File: src/rtl/scd_pkg.sv
// Shared types for the scan slice decoder.
// Assumes: nothing beyond the SystemVerilog standard.
package scd_pkg;

    // Decoder sequencing state.
    typedef enum logic [1:0] {
        ST_IDLE = 2'd0,   // waiting for an initial code
        ST_BIT  = 2'd1,   // slice open, last code was not a group code
        ST_GRP  = 2'd2    // slice open, group address loaded
    } scd_state_e;

    // Buffer operation requested by the sequencer for this cycle.
    typedef enum logic [1:0] {
        OP_HOLD  = 2'd0,
        OP_FILL  = 2'd1,  // background everywhere, target on the select
        OP_BIT   = 2'd2,  // target on the select
        OP_GROUP = 2'd3   // literal window starting at the select
    } scd_op_e;

endpackage

File: src/rtl/scd_fsm.sv
// Sequencer: interprets control codes, holds the target symbol and the
// group address, and picks the index that drives the address decoder.
// Assumes: at most one code per cycle; flush has priority over a code.
module scd_fsm
    import scd_pkg::*;
#(
    parameter int N_CHAINS = 16,
    parameter int K_W      = 5,
    parameter int AW       = 6
) (
    input  logic           clk,
    input  logic           rst_n,
    input  logic           code_valid,
    input  logic [1:0]     code_ctl,
    input  logic [K_W-1:0] code_data,
    input  logic           flush,
    output scd_op_e        buf_op,
    output logic           tgt_sym,
    output logic [AW-1:0]  dec_idx,
    output logic           deliver,
    output logic           in_idle
);

    scd_state_e    state_q, state_d;
    logic [AW-1:0] addr_q;
    logic          use_addr;
    logic          load_addr;

    logic is_init, is_bit, is_grp;
    assign is_init = code_valid && !code_ctl[1];
    assign is_bit  = code_valid && (code_ctl == 2'b10);
    assign is_grp  = code_valid && (code_ctl == 2'b11);

    // Decide the next state, the buffer operation and delivery.
    always_comb begin
        state_d   = state_q;
        buf_op    = OP_HOLD;
        deliver   = 1'b0;
        use_addr  = 1'b0;
        load_addr = 1'b0;
        if (flush) begin
            deliver = (state_q != ST_IDLE);
            state_d = ST_IDLE;
        end else if (is_init) begin
            deliver = (state_q != ST_IDLE);
            buf_op  = OP_FILL;
            state_d = ST_BIT;
        end else if (state_q != ST_IDLE) begin
            if (is_bit) begin
                buf_op  = OP_BIT;
                state_d = ST_BIT;
            end else if (is_grp) begin
                if (state_q == ST_BIT) begin
                    load_addr = 1'b1;
                    state_d   = ST_GRP;
                end else begin
                    buf_op   = OP_GROUP;
                    use_addr = 1'b1;
                end
            end
        end
    end

    // Select the decoder source: group address or incoming index.
    assign dec_idx = use_addr ? addr_q : AW'(code_data);
    assign in_idle = (state_q == ST_IDLE);

    // Register state, target symbol and group address.
    always_ff @(posedge clk) begin
        if (!rst_n) begin
            state_q <= ST_IDLE;
            tgt_sym <= 1'b1;
            addr_q  <= '0;
        end else begin
            state_q <= state_d;
            if (!flush && is_init)
                tgt_sym <= ~code_ctl[0];
            if (load_addr)
                addr_q <= AW'(code_data);
            else if (use_addr && (addr_q < AW'(N_CHAINS)))
                addr_q <= addr_q + AW'(K_W);
        end
    end

endmodule

File: src/rtl/scd_addr_dec.sv
// Index-to-select decoder: one line per buffer bit, none when out of range.
// Assumes: AW wide enough to hold N_CHAINS.
module scd_addr_dec #(
    parameter int N_CHAINS = 16,
    parameter int AW       = 6
) (
    input  logic [AW-1:0]       idx,
    output logic [N_CHAINS-1:0] sel
);

    // Compare the index against each bit position.
    for (genvar i = 0; i < N_CHAINS; i++) begin : g_sel
        assign sel[i] = (idx == AW'(i));
    end

endmodule

File: src/rtl/scd_slice_buf.sv
// Slice buffer with per-bit and per-window writes driven by one-hot selects.
// Assumes: sel has at most one bit set.
module scd_slice_buf
    import scd_pkg::*;
#(
    parameter int N_CHAINS = 16,
    parameter int K_W      = 5
) (
    input  logic                clk,
    input  logic                rst_n,
    input  scd_op_e             buf_op,
    input  logic                bg_in,
    input  logic                tgt_sym,
    input  logic [N_CHAINS-1:0] sel,
    input  logic [K_W-1:0]      grp_data,
    output logic [N_CHAINS-1:0] slice_q
);

    logic [K_W-1:0]      win_hit [N_CHAINS];
    logic [N_CHAINS-1:0] grp_en;
    logic [N_CHAINS-1:0] grp_val;

    // Bit i lies j places after the select: it takes literal bit j.
    for (genvar i = 0; i < N_CHAINS; i++) begin : g_bit
        for (genvar j = 0; j < K_W; j++) begin : g_off
            if (j <= i) begin : g_in
                assign win_hit[i][j] = sel[i-j];
            end else begin : g_out
                assign win_hit[i][j] = 1'b0;
            end
        end
        assign grp_en[i]  = |win_hit[i];
        assign grp_val[i] = |(win_hit[i] & grp_data);
    end

    // Apply the requested operation to every buffer bit.
    always_ff @(posedge clk) begin
        if (!rst_n) begin
            slice_q <= '0;
        end else begin
            for (int i = 0; i < N_CHAINS; i++) begin
                case (buf_op)
                    OP_FILL:  slice_q[i] <= sel[i] ? ~bg_in : bg_in;
                    OP_BIT:   if (sel[i]) slice_q[i] <= tgt_sym;
                    OP_GROUP: if (grp_en[i]) slice_q[i] <= grp_val[i];
                    default:  ;
                endcase
            end
        end
    end

endmodule

File: src/rtl/scd_decoder.sv
// Top: scan slice decoder. Receives slice codes, rebuilds each slice and
// hands finished slices to the scan chains with a one-cycle strobe.
// Assumes: code_data index N_CHAINS (or more) is the dummy no-write index.
module scd_decoder
    import scd_pkg::*;
#(
    parameter int N_CHAINS = 16
) (
    input  logic                          clk,
    input  logic                          rst_n,
    input  logic                          code_valid,
    input  logic [1:0]                    code_ctl,
    input  logic [$clog2(N_CHAINS+1)-1:0] code_data,
    input  logic                          flush,
    output logic [N_CHAINS-1:0]           scan_slice,
    output logic                          slice_done
);

    localparam int K_W = $clog2(N_CHAINS + 1);
    localparam int AW  = K_W + 1;

    scd_op_e             buf_op;
    logic                tgt_sym;
    logic [AW-1:0]       dec_idx;
    logic                deliver;
    logic                in_idle;
    logic [N_CHAINS-1:0] sel_lines;
    logic [N_CHAINS-1:0] slice_q;

    scd_fsm #(.N_CHAINS(N_CHAINS), .K_W(K_W), .AW(AW)) u_fsm (
        .clk(clk), .rst_n(rst_n), .code_valid(code_valid),
        .code_ctl(code_ctl), .code_data(code_data), .flush(flush),
        .buf_op(buf_op), .tgt_sym(tgt_sym), .dec_idx(dec_idx),
        .deliver(deliver), .in_idle(in_idle)
    );

    scd_addr_dec #(.N_CHAINS(N_CHAINS), .AW(AW)) u_dec (
        .idx(dec_idx), .sel(sel_lines)
    );

    scd_slice_buf #(.N_CHAINS(N_CHAINS), .K_W(K_W)) u_buf (
        .clk(clk), .rst_n(rst_n), .buf_op(buf_op), .bg_in(code_ctl[0]),
        .tgt_sym(tgt_sym), .sel(sel_lines), .grp_data(code_data),
        .slice_q(slice_q)
    );

    // Capture the finished slice and raise the strobe on delivery.
    always_ff @(posedge clk) begin
        if (!rst_n) begin
            scan_slice <= '0;
            slice_done <= 1'b0;
        end else begin
            slice_done <= deliver;
            if (deliver)
                scan_slice <= slice_q;
        end
    end

endmodule

File: config.mk
export PLATFORM = sky130hd
export DESIGN_NAME = scd_decoder
export DESIGN_NICKNAME = d
export VERILOG_FILES = /design/src/rtl/scd_pkg.sv /design/src/rtl/scd_fsm.sv /design/src/rtl/scd_addr_dec.sv /design/src/rtl/scd_slice_buf.sv /design/src/rtl/scd_decoder.sv
export SDC_FILE = /design/constraint.sdc
export NUM_CORES = 1
export LEC_CHECK = 0
export BUFFER_PORTS_ARGS = -buffer_cell sky130_fd_sc_hd__buf_4
export CAP_MARGIN = 40
export CELL_PAD_IN_SITES_DETAIL_PLACEMENT = 0
export CELL_PAD_IN_SITES_GLOBAL_PLACEMENT = 1
export CORE_UTILIZATION = 30
export DETAILED_ROUTE_END_ITERATION = 7
export GPL_TIMING_DRIVEN = 0
export PLACE_DENSITY = 0.59
export RECOVER_POWER = 25
export SYNTH_ARGS = -nofsm -noshare
export SYNTH_HDL_FRONTEND = slang
export SYNTH_SLANG_ARGS = --single-unit
File: constraint.sdc
create_clock -name clk -period 2.2 [get_ports clk]
set_input_delay 0.33 -clock clk [delete_from_list [all_inputs] [get_ports clk]]
set_output_delay 0.33 -clock clk [all_outputs]
set_load 0.05 [all_outputs]
==> metrics <==
Async SR Flop Fraction 0%; antenna cells 0; area leader, netlist dfxtp_1; WL final roughly 15000 um; max layer used met4; CP peak stage delay roughly 0.36 ns; TritonCTS clock tree yes; first-pass GRT wire length about 23000 um; initial antenna violation count 0; Static Leak approximately 1.5 nW; worst skew pair latency around 0.30 ns; Yosys warnings 0; Setup crit start u_fsm.addr_q[3]$_SDFFE_PN0P_; Port Buffers 26; post-synthesis cell count between 400 and 500; maxcap violations 0; final worst slack approximately 0.033 ns; metal3 WL between 900 and 1000 um; Cell Area, Synth around 3500 um^2; DRC viols 0; Crit path arrival time approximately 2.4 ns; Root Buffer clkbuf_16; Reg2Reg Depth 8; Avg Inst Size Synth 7.611 um^2; CTS Sinks between 40 and 50; Max Fclk about 460 MHz; nets 509; fillers around 1300; vias in the first global route between 3000 and 4000; Slowest cell on crit path or3_1; total die area between 10000 and 15000 um^2; Area Growth Syn to Fin 20.94%; total global routing overflow 0; Ports 28; syn_nets 472; critical path buffer and inverter count 3; largest net degree at the start of global routing 14; antenna-violating nets left 0; area of the core 11420 um^2; post-synthesis sequential area ratio 24.02%; final core utilization a little under two fifths; normalized max-slew margin 53.74%; Reg clk slew, reported paths approximately 0.070 ns; clk buf depth 2; height of the chip approximately 110 um; CP Depth 8; Hold Path Class input port to flip-flop; final setup vio count 0; post-synth top area share about a quarter; Place WS -0.4311 ns; num rows 39; Layout Cells excl Fill 641; clock buffer count from CTS 5; CP Class flip-flop to flip-flop; EDFF count, synth 0; Synth Flop Type dfxtp_1; met2 wire length between 6000 and 7000 um; Synth area leaders dfxtp_1 24%, mux2i_1 7.4%, nor2_1 5.1%; DPL Wire Length 11630 um; share of layout cells above drive strength 1 about a fifth; Peak VDD IR ~370 uV; cell area after layout around 4200 um^2; crit end category flip-flop; setup slack, reg-to-reg around 0.033 ns; Clock Skews around 0.0094 ns; RR Startpoint u_fsm.addr_q[3]$_SDFFE_PN0P_; htree depth 2; crit path capture u_buf.slice_q[8]$_SDFFE_PN0P_; Routability Congestion ~1; number of library cell types mapped by synthesis just over 70; Power per Cell Area about 460 nW/um^2; Placed Area a little under 4000 um^2; DR WL/cell between 20 and 25 um; TNS Setup 0 ns; # placed instances 630; DRT Pass-1 Iters 5; Metal-1 WL between 6000 and 7000 um; vias post-DR roughly 4000; drt initial violations 386; starting density of the core 30.66%; #FFs+latches synth 42; CP most frequent cell buf_4; vias per cell between 6 and 7; worst-margin pin slew between 0.6 and 0.7 ns; HP Start flush; Startpoint Class flip-flop; status complete, no violations; CP required around 2.4 ns; crit path max fanout 10; fin crit period 2.167 ns; Final Hold Fails 0; Tcrit/Tclk final between 90% and 100%; reg2reg end u_buf.slice_q[8]$_SDFFE_PN0P_; all-layer global routing usage approximately a quarter; Top delay family on crit path simple AND/OR/NAND/NOR gates; Max Slew Vio Count 0; Die X between 100 and 150 um; crit path cell chain buf_4 -> or3_1 -> buf_2 -> nor3_4 -> buf_4 -> a32o_1 -> o31ai_1 -> a211oi_1; RSZ-0062 raised after global routing yes; # hold bufs at CTS 0
[cell usage after synthesis (4+ instances only)]
library cell	n
a211oi_1	19
nor3_1	7
a2111oi_0	5
dfxtp_1	42
nor4_1	5
inv_1	5
a31oi_1	13
o21ai_0	17
nor2_1	48
a21oi_1	31
o22ai_1	8
mux2i_1	26
o221ai_1	6
and3_1	4
clkbuf_1	21
nand2b_1	6
a22oi_1	9
o31ai_1	7
o211ai_1	5
nand3_1	7
nor3_2	4
nand2_1	26
or3_1	5
a32oi_1	4
xnor2_1	11
buf_2	23
o21ai_1	10
nor2b_1	5
nand3b_1	6
[cell type report]
cell class                      count  area, um^2  area share (%)
Buffer                             46       236.5           5.585
Clock buffer                        6       128.9           3.044
Clock inverter                      2       37.54          0.8865
Inverter                            7       26.28          0.6206
Multi-Input combinational cell    363        2595           61.29
Sequential cell                    42       842.1           19.89
Tap cell                          143       178.9           4.226
Timing Repair Buffer               32       188.9           4.462
[through the flow]
step,power [W],hold slack (ns)
after floorplan,0.0009760,0.4197
after global placement,0.001079,0.4542
after detailed placement,0.001076,0.4545
after CTS,0.001958,0.2439
after global routing,0.002020,0.2595
final,0.001952,0.2448
[worst min-delay path by stage]
| stage | endpoint | depth (start not counted) |
|---|---|---|
| 2_1_floorplan | u_fsm.state_q[0]$_SDFFE_PP0P_ | 1 |
| 3_3_place_gp | u_buf.slice_q[13]$_SDFFE_PN0P_ | 2 |
| 3_5_place_dp | u_buf.slice_q[13]$_SDFFE_PN0P_ | 2 |
| 4_1_cts | u_fsm.state_q[0]$_SDFFE_PP0P_ | 2 |
| 5_1_grt | u_fsm.state_q[0]$_SDFFE_PP0P_ | 2 |
| 6_report | u_fsm.state_q[0]$_SDFFE_PP0P_ | 2 |
[flip-flops by register name, summed over array words and instances (netlist names)]
register       flops
u_fsm.state_q      2
slice_done         1
scan_slice        16
u_fsm.tgt_sym      1
u_fsm.addr_q       6
u_buf.slice_q     16
[cells by family (layout without fill, tap and decap cells)]
| group | Yosys count | after routing | synth area share, % |
|---|---|---|---|
| compound gates | 174 | 174 | 34.63 |
| xor+xnor | 12 | 12 | 3.002 |
| fa+ha+maj | 1 | 1 | 0.3573 |
| buf+inv | 55 | 93 | 6.934 |
| flops | 42 | 42 | 24.02 |
| mux | 28 | 28 | 8.077 |
| simple gates | 148 | 148 | 22.98 |
[timing repair]
item	CTS	global route
buffers inserted	0	5
cloned	0	0
resized for setup	17	36
pin swaps	0	7
setup endpoints to repair	12	14
[worst register-to-register path: cells and delay by family, from the launching register on]
kind | cells | cell delay [ns]
AOI/OAI and AO/OA | 3 | 0.50
buffers and inverters | 3 | 0.56
DFF | 1 | 0.30
and+or+nand+nor | 2 | 0.70
[report_power, final]
part           switching, W  internal (W)  total, W
Sequential        0.0000113      0.000778  0.000789
Clock              0.000340      0.000537  0.000877
Combinational      0.000192     0.0000938  0.000285
Total              0.000543       0.00141   0.00195
[routing by layer]
| metal | track usage, % | vias to the layer above |
|---|---|---|
| met2 | 41.29 | 160 |
| met1 | 35.73 | 1952 |
| met3 | 4.644 | 42 |
| met4 | 12.38 | 0 |
| li1 | - | 1842 |
| met5 | 0 | - |
[cells in the final DEF, fill, tap and decap left out, types with 5 or more instances in the layout]
cell type / synthesis / layout
or3_1: 5 / 5
buf_2: 23 / 18
a211oi_1: 19 / 17
clkbuf_4: 0 / 5
nor2_1: 48 / 44
o21ai_0: 17 / 16
nor3_1: 7 / 7
o22ai_1: 8 / 8
nand3b_1: 6 / 6
nor2b_1: 5 / 5
dfxtp_1: 42 / 41
nand2_1: 26 / 25
inv_1: 5 / 5
o31ai_1: 7 / 7
nand2b_1: 6 / 5
clkbuf_1: 21 / 28
clkbuf_16: 0 / 5
o21ai_1: 10 / 11
a21oi_1: 31 / 28
nor2_2: 3 / 5
buf_4: 2 / 21
o211ai_1: 5 / 5
a22oi_1: 9 / 8
xnor2_1: 11 / 11
nand3_1: 7 / 7
a31oi_1: 13 / 11
mux2i_1: 26 / 25
Power figures use the tool's default switching activity.
